File: src/rtl/cell_rx_poller.sv
module cell_rx_poller #(
  parameter int NPORTS     = 4,
  parameter int AW         = 5,
  parameter int DW         = 8,
  parameter int CELL_BYTES = 53,
  localparam int IW        = $clog2(NPORTS)
) (
  input  logic              clk,
  input  logic              rst_n,
  input  logic [NPORTS*AW-1:0] cfg_addr,
  input  logic [NPORTS-1:0] cfg_en,
  output logic [AW-1:0]     phy_addr,
  output logic              phy_enb_n,
  input  logic              phy_clav,
  input  logic [DW-1:0]     phy_data,
  input  logic              phy_soc,
  output logic              out_valid,
  output logic [DW-1:0]     out_data,
  output logic              out_soc,
  output logic [IW-1:0]     out_port,
  output logic              framing_err
);

  localparam int OW = $clog2(CELL_BYTES + 1);
  localparam logic [OW-1:0] LAST = OW'(CELL_BYTES);

  logic          busy;
  logic          pend;
  logic [IW-1:0] poll_idx;
  logic [IW-1:0] sel;
  logic [OW-1:0] ptr;

  wire [IW-1:0] cur     = busy ? sel : poll_idx;
  wire [IW-1:0] poll_nx = (poll_idx == IW'(NPORTS - 1)) ? '0 : poll_idx + 1'b1;
  wire [IW-1:0] sel_nx  = (sel == IW'(NPORTS - 1)) ? '0 : sel + 1'b1;
  wire          hit     = !busy && phy_clav && cfg_en[poll_idx];
  wire [OW-1:0] ptr_nx  = !pend ? ptr : (phy_soc ? OW'(1) : ptr + 1'b1);
  wire [OW:0]   need    = {1'b0, ptr_nx} + {{OW{1'b0}}, ~phy_enb_n};
  wire          done    = busy && pend && (ptr_nx == LAST);
  wire          mid_soc = pend && phy_soc && (ptr != '0) && (ptr != LAST);

  assign phy_addr = cfg_addr[cur*AW +: AW];

  always_ff @(posedge clk or negedge rst_n) begin
    if (!rst_n) begin
      busy        <= 1'b0;
      pend        <= 1'b0;
      poll_idx    <= '0;
      sel         <= '0;
      ptr         <= '0;
      phy_enb_n   <= 1'b1;
      out_valid   <= 1'b0;
      out_data    <= '0;
      out_soc     <= 1'b0;
      out_port    <= '0;
      framing_err <= 1'b0;
    end else begin
      pend      <= !phy_enb_n;
      out_valid <= pend;
      if (pend) begin
        out_data <= phy_data;
        out_soc  <= phy_soc;
        out_port <= sel;
      end
      if (mid_soc) framing_err <= 1'b1;
      if (hit) begin
        busy      <= 1'b1;
        sel       <= poll_idx;
        ptr       <= '0;
        phy_enb_n <= 1'b0;
      end else if (!busy) begin
        poll_idx <= poll_nx;
      end else begin
        ptr       <= ptr_nx;
        phy_enb_n <= !(need < (OW+1)'(CELL_BYTES));
        if (done) begin
          busy     <= 1'b0;
          poll_idx <= sel_nx;
        end
      end
    end
  end

  AST_HIT_ENABLES: assert property (@(posedge clk) disable iff (!rst_n)
    hit |=> !phy_enb_n);
  AST_ADDR_HELD: assert property (@(posedge clk) disable iff (!rst_n)
    (busy && $past(busy)) |-> $stable(phy_addr));
  AST_OUT_AFTER_ENB: assert property (@(posedge clk) disable iff (!rst_n)
    out_valid |-> $past(!phy_enb_n, 2));
  AST_ENB_ONLY_BUSY: assert property (@(posedge clk) disable iff (!rst_n)
    !phy_enb_n |-> busy);
  AST_PTR_RANGE: assert property (@(posedge clk) disable iff (!rst_n)
    ptr <= LAST);
  AST_ERR_STICKY: assert property (@(posedge clk) disable iff (!rst_n)
    $past(framing_err) |-> framing_err);

endmodule

File: config.mk
export PLATFORM = sky130hd
export DESIGN_NAME = cell_rx_poller
export DESIGN_NICKNAME = d
export VERILOG_FILES = /design/src/rtl/cell_rx_poller.sv
export SDC_FILE = /design/constraint.sdc
export NUM_CORES = 1
export LEC_CHECK = 0
export ABC_CLOCK_PERIOD_IN_PS = 6990
export BUFFER_PORTS_ARGS = -buffer_cell sky130_fd_sc_hd__buf_2
export CAP_MARGIN = 15
export CORE_MARGIN = 8
export CORE_UTILIZATION = 54
export DETAILED_ROUTE_END_ITERATION = 8
export PLACE_DENSITY_LB_ADDON = 0.3
export SLEW_MARGIN = 0
export SYNTH_ARGS = -nofsm -noshare
export SYNTH_HDL_FRONTEND = slang
export SYNTH_SLANG_ARGS = --single-unit
File: constraint.sdc
create_clock -name clk -period 6.99 [get_ports clk]
set_clock_uncertainty 0.1 [all_clocks]
set_input_delay 0.699 -clock clk [delete_from_list [all_inputs] [get_ports clk]]
set_output_delay 0.699 -clock clk [all_outputs]
set_load 0.01 [all_outputs]
# Yosys cells after proc, flatten, opt, wreduce, memory -nomap -nowiden
# Index checks and enable logic that the tools add are counted.
[totals] register_bits=26 input_bits=36 out_inout_bits=19
[op_classes] n_addsub=4 multipliers=1 magnitude_cmp=2 eq_ne=5 shift=1 muxes=16 bitwise=2 n_reduce_logical=13
[op_table] op="$mux W6" count=4
[op_table] op="$shiftx A20 B6 Y5" count=1
[op_table] op="$mux W2" count=5
[op_table] op="$add A6 B1 Y7" count=1
[op_table] op="$logic_and A1 B1 Y1" count=7
[op_table] op="$lt A7 B6 Y1 const B" count=1
[op_table] op="$add A6 B1 Y6 const B" count=1
[op_table] op="$eq A6 B6 Y1 const B" count=1
[op_table] op="$mux W1" count=6
[op_table] op="$ne A6 B6 Y1 const B" count=1
[op_table] op="$reduce_bool A6 Y1" count=1
[op_table] op="$mul A2 B3 Y5 const B" count=1
[op_table] op="$add A2 B1 Y2 const B" count=2
[op_table] op="$eq A2 B2 Y1 const B" count=2
[op_table] op="$logic_not A1 Y1" count=3
[op_table] op="$lt A2 B3 Y1 const B" count=1
[op_table] op="$bmux W1 S2" count=1
[op_table] op="$ne A2 B1 Y1 const B" count=1
[op_table] op="$not A1 Y1" count=2
[op_table] op="$reduce_and A2 Y1" count=1
[op_table] op="$reduce_bool A2 Y1" count=1

# Depth between registers and ports, before layout
# Gate-level depths: netlist of run 1.
[depth] word_depth=8 depth_mapped=10 depth_no_buf=10

# Worst setup path after synthesis of run 1
# OpenSTA, ideal clock, no wires.
[synth_timing] path_kind="flip-flop to flip-flop" from="register ptr[0]" to="register phy_enb_n" setup_time_ns=0.090 t_arrival_ns=2.296 required_ns=6.800 slack_ns=4.505 stages_incl_launch_ff=11 synth_period_minus_slack_ns=2.485 cell_sequence="dfrtp_1 > inv_1 > ha_1 > and3b_1 > or2_2 > ha_1 > nor2_1 > nor2b_1 > mux2_2 > a221oi_2 > o211ai_1"
[synth_between] elab_chain_len=8
[synth_rtl] item="from (decl)" line_no="31" text="logic [OW-1:0] ptr;"
[synth_rtl] item="from (signal assigned)" line_no="74" text="ptr <= ptr_nx;"
[synth_rtl] item="$add A6 B1 Y6" line_no="37" text="wire [OW-1:0] ptr_nx = !pend ? ptr : (phy_soc ? OW'(1) : ptr + 1'b1);"
[synth_rtl] item="$mux W6" line_no="37"
[synth_rtl] item="$mux W6 (*)" line_no="37"
[synth_rtl] item="$add A6 B1 Y7 (*)" line_no="38" text="wire [OW:0] need = {1'b0, ptr_nx} + {{OW{1'b0}}, ~phy_enb_n};"
[synth_rtl] item="$lt A7 B6 Y1 (*)" line_no="75" text="phy_enb_n <= !(need < (OW+1)'(CELL_BYTES));"
[synth_rtl] item="$logic_not A1 Y1 (*)" line_no="75"
[synth_rtl] item="$mux W1 (*)" line_no="71" text="end else if (!busy) begin"
[synth_rtl] item="$mux W1 (*)" line_no="66" text="if (hit) begin"
[synth_rtl] item="to (signal assigned)" line_no="75"
[synth_rtl] item="to (decl)" line_no="13" text="output logic phy_enb_n,"
# Mark *: on every way between the ends. The rest lies on a longest branch, timed or not. The select of a mux whose other input is x is not followed.
# A chain may end at the register's enable or synchronous reset.

# Worst setup path after layout of run 1
[layout_timing] from="register busy" to="output phy_addr[4]"
[layout_between] elab_chain_len=3
[layout_rtl] item="from (decl)" line_no="27" text="logic busy;"
[layout_rtl] item="from (signal assigned)" line_no="46" text="busy <= 1'b0;"
[layout_rtl] item="from (signal assigned)" line_no="67" text="busy <= 1'b1;"
[layout_rtl] item="from (signal assigned)" line_no="77" text="busy <= 1'b0;"
[layout_rtl] item="$mux W2" line_no="33" text="wire [IW-1:0] cur = busy ? sel : poll_idx;"
[layout_rtl] item="$mul A2 B3 Y5" line_no="42" text="assign phy_addr = cfg_addr[cur*AW +: AW];"
[layout_rtl] item="$shiftx A20 B6 Y5" line_no="42"
[layout_rtl] item="to (decl)" line_no="12" text="output logic [AW-1:0] phy_addr,"
# No other way between the ends.

==> results of run 1 <==
-- metal layers --
metal	wire, um	vias up	part of all wire, %	track usage [%]
met4	40	0	0.97	6.00
li1	-	614	-	-
met5	0	-	0	0
met1	1730	633	42	19.2
met3	311	4	7.6	5.37
met2	2030	60	49	29.5
-- synth_stat cells, drive strengths merged, types with 2 or more instances --
master / n / share of area [%]
dfrtp: 25 / 38
mux2: 17 / 12
ha: 7 / 5.4
inv: 7 / 1.6
nand4: 7 / 2.7
mux4: 6 / 8.5
nor2: 6 / 2.4
a22o: 5 / 2.7
buf: 5 / 2.5
nand2: 5 / 1.5
nand3: 5 / 1.8
nor2b: 5 / 2.1
o21ai: 5 / 1.5
a21oi: 4 / 1.5
mux2i: 2 / 1.2
nand3b: 2 / 0.92
o31ai: 2 / 0.92
-- power by group --
group          leakage [nW]  switching (mW)  internal (mW)  total (mW)
clock network        0.0279          0.0470         0.0580       0.105
logic                 0.610          0.0605         0.0745       0.135
registers             0.306          0.0218          0.168       0.190
total                 0.944           0.129          0.300       0.430
-- cells in the final DEF (no fill, tap or decap), types with 2 or more instances in the layout --
| cell | Yosys | routed |
|---|---|---|
| a21oi_1 | 3 | 3 |
| a22o_1 | 5 | 5 |
| buf_2 | 2 | 54 |
| clkbuf_4 | 0 | 3 |
| dfrtp_1 | 25 | 25 |
| ha_1 | 7 | 7 |
| inv_1 | 7 | 7 |
| mux2_1 | 2 | 2 |
| mux2_2 | 15 | 15 |
| mux2i_1 | 2 | 2 |
| mux4_2 | 5 | 5 |
| nand2_1 | 3 | 3 |
| nand2_2 | 2 | 2 |
| nand3_1 | 4 | 4 |
| nand3b_1 | 2 | 2 |
| nand4_1 | 7 | 7 |
| nor2_1 | 5 | 5 |
| nor2b_1 | 4 | 4 |
| o21ai_0 | 3 | 3 |
| o21ai_1 | 2 | 2 |
| o31ai_1 | 2 | 2 |
-- state kept, by name, indices dropped and copies added (netlist names) --
name	flops
ptr	6
pend	1
busy	1
out_valid	1
out_data	8
out_soc	1
out_port	2
sel	2
framing_err	1
phy_enb_n	1
poll_idx	2
-- final cells by class --
class	instances	share of cell area [%]
Clock buffer	3	1.15
Clock inverter	1	1.54
Inverter	7	1.35
Multi-Input combinational cell	96	46.6
Sequential cell	26	33.4
Tap cell	33	2.12
Timing Repair Buffer	54	13.9
-- how the worst max path moves through the flow --
stage	slack [ns]	startpoint	end	cells after the start
detailed placement	4.00	busy	phy_addr[4]	3
CTS	3.61	busy	phy_addr[4]	3
floorplan	4.50	ptr[0]	phy_enb_n	10
global route	3.46	busy	phy_addr[4]	3
global placement	4.10	busy	phy_addr[2]	3
finish	3.63	busy	phy_addr[4]	3
-- cell families after synthesis --
logic type,count (synthesis),share of synthesized area [%]
AND/OR/NAND/NOR,39,17.2
flip-flops,26,40.0
multiplexers,25,21.5
AO/OA/AOI/OAI,24,11.1
buffers and inverters,13,4.30
adder cells (fa/ha/maj),7,5.37
XOR/XNOR,1,0.537
-- worst register-to-register path, cell delays in order (launching register included) --
cell and delay, ns:
dfrtp_1 0.90, nor2b_2 0.37, a21oi_1 0.13, ha_1 0.25
ha_1 0.29, nor2_1 0.13, nor2b_1 0.06, mux2_2 0.27
a221oi_2 0.21, o211ai_1 0.14
-- stage by stage --
stage	cell area (sq um)	power, mW	instances	setup slack (ns)	util, %
finish	1950	0.430	220	3.63	66.1
global route	1950	0.453	220	3.46	66.1
CTS	1950	0.434	220	3.61	66.1
detailed placement	1900	0.329	216	4.00	64.3
global placement	1900	0.320	216	4.10	64.3
floorplan	1630	0.280	135	4.50	-
==> reports/summary.txt, run 1 <==
Final TNS setup: 0 ns
Port buffer count: 54
Pin count of the biggest net entering global routing: 27
Core area: 2950 sq um
Total wire length: 4110 um
Max-slew violation count: 0
Final setup fails: 0
Top-level I/O count: 55
Post-CTS setup buffer count: 0
Fin crit share: 48.1%
Post-CTS Resized: 0
Minimum clock period: 3.36 ns
Kind of critical path: flop to output port
Number of global-route vias before repair: 1464
Startpoint Class: flop
Placement Rows: 20
Area occupied by multi-input gates: 908 sq um
CP max-delay cell: dfrtp_1
Global-route usage over all layers: 17.0%
Clock root buffer: clkbuf_4
Post-Syn Instances: 135
Deepest clock path buffer count: 2
Critical Path RT: 6.19 ns
Worst r2r src: pend
Hold slack: 0.245 ns
Diodes inserted: 0
Final Hold Vio Count: 0
Leakage power: 0.944 nW
Ys async rst share: 100%
Clock Latency Late Sink: 0.32 ns
CTS tree: done
Detail Route Antenna Nets: 0
Initial antenna violation count: 0
Crit path largest cell delay: 0.78 ns
Worst R2R Setup Slack: 4.09 ns
Initial core utilization: 55.2%
CP top delay family: multiplexers
Max transition margin: 46.1%
DP HPWL: 3210 um
Clock transition at path regs: 0.15 ns
Clock buffer count from CTS: 3
Syn_area_per_cell: 12.1 sq um
Max VDD drop: 0.000148 V
Worst-margin pin slew: 0.809 ns
Worst min path class: input pin to asynchronous set/reset pin
First-pass DRT Iterations: 4
Synth Register Bits: 26
H-Tree Depth: 1
Count of max-cap constraint violations: 0
First-pass GRT wire length: 6910 um
Layout net count: 231
RePlAce Congestion: 0.864
Initial DRC Count: 64
Peak Freq: 298 MHz
Cell Area, Synth: 1630 sq um
Arr. time, crit path: 2.56 ns
Mapped Nets: 178
GRT overflow: 0
PwrDens: 220 nW/um^2
Area growth from synthesis to layout: 19.6%
Hold_buf cts: 0
Outcome: finished clean
Cells on worst reg2reg path: 9
RSZ-0062 raised after global routing: no
Layout cells sized above 1: 49.7%
Netlist cell types: 47
Yosys warnings: 0
Filler instances: 228
EDFF count, synth: 0
Dominant synthesized flop cell: dfrtp_1
DRC: 0
Vias: 1311
DIE HEIGHT: 70.9 um
Clock Sinks: 26
Register area share after synthesis: 40.0%
Die Footprint: 5030 sq um
Crit end category: output port
WP buf/inv: 1
Crit Reg-Reg Endpoint: phy_enb_n
Worst path cell trace: mux2i_1 -> mux4_2 -> buf_2
Register area: 652 sq um
Worst Path Max Fanout: 15
Vias per inst: 5.96
WL/cell: 18.7 um
Die X: 70.9 um
Power figures use the tool's default switching activity.
==> inputs of run 2 (changes only) <==
--- a/config.mk
+++ b/config.mk
@@ -5,11 +5,12 @@
 export SDC_FILE = /design/constraint.sdc
 export NUM_CORES = 1
 export LEC_CHECK = 0
-export ABC_CLOCK_PERIOD_IN_PS = 6990
+export ABC_AREA = 1
+export ABC_CLOCK_PERIOD_IN_PS = 2900
 export BUFFER_PORTS_ARGS = -buffer_cell sky130_fd_sc_hd__buf_2
 export CAP_MARGIN = 15
 export CORE_MARGIN = 8
-export CORE_UTILIZATION = 54
+export CORE_UTILIZATION = 45
 export DETAILED_ROUTE_END_ITERATION = 8
 export PLACE_DENSITY_LB_ADDON = 0.3
 export SLEW_MARGIN = 0
==> constraint.sdc (replaced) <==
create_clock -name clk -period 2.9 [get_ports clk]
set_clock_uncertainty 0.1 [all_clocks]
set_input_delay 0.29 -clock clk [delete_from_list [all_inputs] [get_ports clk]]
set_output_delay 0.29 -clock clk [all_outputs]
set_load 0.01 [all_outputs]
==> reports/summary.txt, run 2 <==
Minimum clock period: 2.40 ns
Post-CTS Resized: 0
Sw Share: 34.3%
RePlAce Congestion: 0.903
Max reg flops: 8
Layout cells sized above 1: 31.9%
Worst R2R Setup Slack: 0.66 ns
Sequential power share: 44.9%
Most frequent cells in the layout: nand2_1, buf_2, dfrtp_1
Commonest cells post-synth: nand2_1, dfrtp_1, inv_1
Arr. time, crit path: 2.01 ns
Cell accounting for the most synthesized area: dfrtp_1
Filler instances: 344
Synth Register Bits: 26
Clock transition at path regs: 0.09 ns
Final Hold Vio Count: 0
Die Footprint: 5890 sq um
Worst-margin pin slew: 0.559 ns
Area growth from synthesis to layout: 21.9%
Vias: 1604
Initial core utilization: 46.0%
Dominant synthesized flop cell: dfrtp_1
Post-Syn Instances: 223
Number of global-route vias before repair: 1509
Clock buffer count from CTS: 3
Placement Rows: 22
Global-route usage over all layers: 13.2%
First-pass GRT wire length: 6710 um
Pin count of the biggest net entering global routing: 27
Cell Area, Synth: 1660 sq um
Yosys warnings: 0
Internal: 0.611 mW
DRC: 0
Ys async rst share: 100%
CTS tree: done
Max-slew violation count: 0
Kind of critical path: flop to output port
Final TNS setup: 0 ns
Top-area cell type share of the netlist area: 37.7%
First-pass DRT Iterations: 4
Clock share of power: 21.7%
Design Area, Final: 2020 sq um
Synth area leaders: dfrtp_1, nand2_1, ha_1, inv_1, nand3_2
Clock root buffer: clkbuf_8
WL/cell: 12.1 um
Cell Count, Final, Fillers Out: 327
Diodes inserted: 0
Cell area after placement: 1970 sq um
Leakage power: 1.04 nW
EDFF count, synth: 0
Max VDD drop: 0.000150 V
Die X: 76.7 um
Largest regs: out_data: 8 flops, ptr: 6 flops
Total wire length: 3960 um
Worst min path class: input pin to flop
Initial antenna violation count: 0
H-Tree Depth: 1
Logic pwr share: 33.4%
Outcome: finished clean
Post-CTS setup buffer count: 0
Worst Path Max Fanout: 12
Deepest clock path buffer count: 2
Clock Sinks: 26
Startpoint Class: flop
Peak Freq: 416 MHz
Final setup fails: 0
Net switching component of the power: 0.319 mW
Initial DRC Count: 60
Crit end category: output port
Count of max-cap constraint violations: 0
DIE HEIGHT: 76.7 um
Mapped Nets: 266
Netlist cell types: 27
Fin crit share: 82.8%
Vias per inst: 4.91
Critical Path RT: 2.51 ns
Register area share after synthesis: 39.3%
Detail Route Antenna Nets: 0
Top reg by flops: out_data
Commonest non-fill, non-tap cell in the layout: nand2_1
Syn_area_per_cell: 7.44 sq um
Layout net count: 323
Clock Latency Late Sink: 0.26 ns
Max transition margin: 62.7%
Port buffer count: 54
Count leader, synth: nand2_1
PwrDens: 460 nW/um^2
GRT overflow: 0
Top-level I/O count: 55
DP HPWL: 3200 um
Placed Cells incl. Taps: 322
RSZ-0062 raised after global routing: no
Core area: 3610 sq um
run 2: final cells by class:
| cell class | count | area (sq um) | share of cell area (%) |
|---|---|---|---|
| Multi-Input combinational cell | 171 | 883 | 43.7 |
| Sequential cell | 26 | 652 | 32.2 |
| Timing Repair Buffer | 57 | 295 | 14.6 |
| Inverter | 21 | 86.3 | 4.27 |
| Tap cell | 48 | 60.1 | 2.97 |
| Clock buffer | 4 | 45.0 | 2.23 |
run 2: logic make-up (layout without fill, tap and decap cells):
logic type | count (synthesis) | count (layout) | share of synthesized area [%]
compound gates | 32 | 32 | 12.3
fa+ha+maj | 7 | 7 | 5.28
flops | 26 | 26 | 39.3
simple gates | 132 | 132 | 35.7
buf+inv | 26 | 82 | 7.47
run 2: worst paths after layout:
check                            start          end  cells past startpoint
max in group asynchronous        rst_n    phy_enb_n                      2
min                        phy_data[5]  out_data[5]                      3
max                               busy  phy_addr[2]                      7
min reg2reg                out_data[1]  out_data[1]                      2
max reg2reg                       pend    phy_enb_n                     15
min in group asynchronous        rst_n  framing_err                      2
run 2: worst max-delay path, cell delays in order (launching register included):
cell      delay (ns)
dfrtp_1         0.44
inv_1           0.22
or2_2           0.34
nand2_1         0.08
clkinv_1        0.23
a21oi_1         0.22
a32oi_1         0.06
buf_2           0.16
run 2: timing repair:
| item | in CTS | in global routing |
|---|---|---|
| hold buffers | 1 | 0 |
| endpoints found under the hold margin | 25 | 0 |
| setup endpoints to repair | 0 | 0 |
run 2: layer usage:
metal | vias up | share of wire (%) | GRT usage, %
met3 | 4 | 5.9 | 2.56
li1 | 833 | - | -
met1 | 722 | 46 | 16.8
met2 | 45 | 47 | 21.5
met4 | 0 | 1.4 | 5.00
met5 | - | 0 | 0
run 2: power groups by stage:
stage | logic, mW | registers (mW) | clock network, mW
2_1_floorplan | 0.220 | 0.422 | 0
3_3_place_gp | 0.304 | 0.422 | 0
3_5_place_dp | 0.305 | 0.425 | 0
4_1_cts | 0.309 | 0.417 | 0.205
5_1_grt | 0.351 | 0.422 | 0.218
6_report | 0.310 | 0.418 | 0.202
run 2: per-stage QoR:
| stage | setup WS (ns) | power, mW | hold slack (ns) | utilization [%] |
|---|---|---|---|---|
| 4_1_cts | 0.487 | 0.931 | 0.129 | 56.1 |
| 3_5_place_dp | 0.704 | 0.729 | 0.212 | 54.5 |
| 3_3_place_gp | 0.726 | 0.726 | 0.219 | 54.5 |
| 6_report | 0.498 | 0.929 | 0.126 | 56.1 |
| 5_1_grt | 0.339 | 0.991 | 0.143 | 56.1 |
| 2_1_floorplan | 0.848 | 0.642 | -0.106 | - |
==> inputs of run 3 (changes only) <==
--- a/config.mk
+++ b/config.mk
@@ -6,7 +6,7 @@
 export NUM_CORES = 1
 export LEC_CHECK = 0
 export ABC_AREA = 1
-export ABC_CLOCK_PERIOD_IN_PS = 2900
+export ABC_CLOCK_PERIOD_IN_PS = 2029
 export BUFFER_PORTS_ARGS = -buffer_cell sky130_fd_sc_hd__buf_2
 export CAP_MARGIN = 15
 export CORE_MARGIN = 8
==> constraint.sdc (replaced) <==
create_clock -name clk -period 2.03 [get_ports clk]
set_clock_uncertainty 0.1 [all_clocks]
set_input_delay 0.203 -clock clk [delete_from_list [all_inputs] [get_ports clk]]
set_output_delay 0.203 -clock clk [all_outputs]
set_load 0.01 [all_outputs]
==> reports/summary.txt, run 3 (synthesis results as in run 2) <==
Detail Route Antenna Nets: 0
Minimum clock period: 2.00 ns
WL/cell: 12.6 um
First-pass GRT wire length: 7360 um
RePlAce Congestion: 0.839
Cells on worst reg2reg path: 15
Initial DRC Count: 77
First-pass DRT Iterations: 4
Crit path largest cell delay: 0.42 ns
Clock buffer count from CTS: 3
Clock Sinks: 26
Final setup fails: 0
Top-level I/O count: 55
Pwr Total: 1.64 mW
Worst-margin pin slew: 0.582 ns
Max transition margin: 61.2%
Vias: 1660
Filler instances: 323
Clock root buffer: clkbuf_8
Number of global-route vias before repair: 1631
Diodes inserted: 0
Initial antenna violation count: 0
Vias per inst: 4.87
H-Tree Depth: 1
Top reg by flops: out_data
Initial core utilization: 46.0%
Final TNS setup: 0 ns
Crit end category: flop
Max-slew violation count: 0
CP max-delay cell: dfrtp_1
Layout cells sized above 1: 41.0%
Fin crit share: 98.5%
End of the critical path: phy_enb_n
Max VDD drop: 0.000382 V
Worst Path Max Fanout: 4
Placement Rows: 22
Peak Freq: 500 MHz
WP buf/inv: 2
CP top delay family: simple AND/OR/NAND/NOR gates
Worst path cell trace: inv_2 -> a21oi_2 -> nor2_2 -> inv_2 -> ha_4 -> ha_4 -> or2_4 -> nand2_1 -> nor2_1 -> nor2_1 -> nor2_1 -> nand2_1 -> nand2_1 -> nand2_1 -> nand2_1
Max reg flops: 8
PwrDens: 731 nW/um^2
Post-route setup slack: 0.0304 ns
Core area: 3610 sq um
Commonest non-fill, non-tap cell in the layout: nand2_1
WP depth: 15
Port buffer count: 54
Die X: 76.7 um
Critical Path RT: 2.13 ns
Worst setup startpoint: ptr[0]
Clock Latency Late Sink: 0.26 ns
DIE HEIGHT: 76.7 um
Worst min path class: input pin to flop
Crit Reg-Reg Endpoint: phy_enb_n
Count of max-cap constraint violations: 0
Die Footprint: 5890 sq um
Area growth from synthesis to layout: 34.8%
Most common cell on crit path: nand2_1
Total wire length: 4300 um
Most frequent cells in the layout: nand2_1, buf_2, dfrtp_1
Worst R2R Setup Slack: 0.03 ns
Deepest clock path buffer count: 2
Layout net count: 337
Placement Setup Slack: -0.0664 ns
DRC: 0
Arr. time, crit path: 2.10 ns
DP HPWL: 3260 um
Outcome: finished clean
Leakage power: 1.13 nW
Largest regs: out_data: 8 flops, ptr: 6 flops
CTS tree: done
GRT overflow: 0
Startpoint Class: flop
Clock transition at path regs: 0.09 ns
Register area: 653 sq um
Area occupied by multi-input gates: 972 sq um
Worst r2r src: ptr[0]
Pin count of the biggest net entering global routing: 27
Global-route usage over all layers: 14.6%
Hold slack: 0.0373 ns
RSZ-0062 raised after global routing: yes
Final Hold Vio Count: 0
Kind of critical path: flop to flop
[run 3: cell types whose count changed in the layout (fill, tap and decap cells not counted), moves of 3 or more]
cell	previous run	this run
inv_1	16	12
inv_2	3	7
nand2_1	89	86
ha_4	0	3
buf_4	2	14
ha_1	7	4
[run 3: per-layer routing]
layer	track usage, %	share of wire, %	up-vias
li1	-	-	860
met1	16.8	43	760
met2	25.7	51	36
met3	3.73	4.9	4
met4	4.81	1.2	0
met5	0	0	-
[run 3: tightest hold or removal path: stages]
cell and delay, ns:
buf_2 0.08, nand2_1 0.04, nand2_1 0.05
[run 3: timing repair]
action | 4_1_cts | 5_1_grt
pin swaps | 3 | 13
cloned | 0 | 0
endpoints found under the setup margin | 6 | 7
hold buffers | 1 | 0
gates resized for setup | 5 | 19
endpoints found under the hold margin | 25 | 0
buffers inserted | 1 | 4
[run 3: worst min-delay path by stage]
stage / from / end / slack, ns / cells after the start
6_report: phy_data[4] / out_data[4] / 0.04 / 3
5_1_grt: phy_data[1] / out_data[1] / 0.04 / 3
4_1_cts: phy_data[4] / out_data[4] / 0.03 / 3
3_5_place_dp: rst_n / pend / 0.15 / 1
3_3_place_gp: rst_n / pend / 0.14 / 1
2_1_floorplan: rst_n / busy / -0.19 / 0
[run 3: final cells by class]
type,instances,area share (%)
well taps,48,2.68
repair buffers,71,18.2
inverters,21,3.97
flip-flops and latches,26,29.2
multi-input cells,171,43.5
clock buffers,4,2.46
[run 3: power by group]
group / total [mW] / internal [mW] / switching, mW
Clock: 0.327 / 0.173 / 0.154
Combinational: 0.721 / 0.359 / 0.362
Sequential: 0.588 / 0.555 / 0.0330
[run 3: per-stage QoR]
step / instance area [sq um] / cells / utilization, %
2_1_floorplan: 1670 / 223 / -
5_1_grt: 2240 / 341 / 62.0
3_3_place_gp: 2050 / 332 / 57.0
6_report: 2240 / 341 / 62.0
4_1_cts: 2140 / 338 / 59.5
3_5_place_dp: 2050 / 332 / 57.0
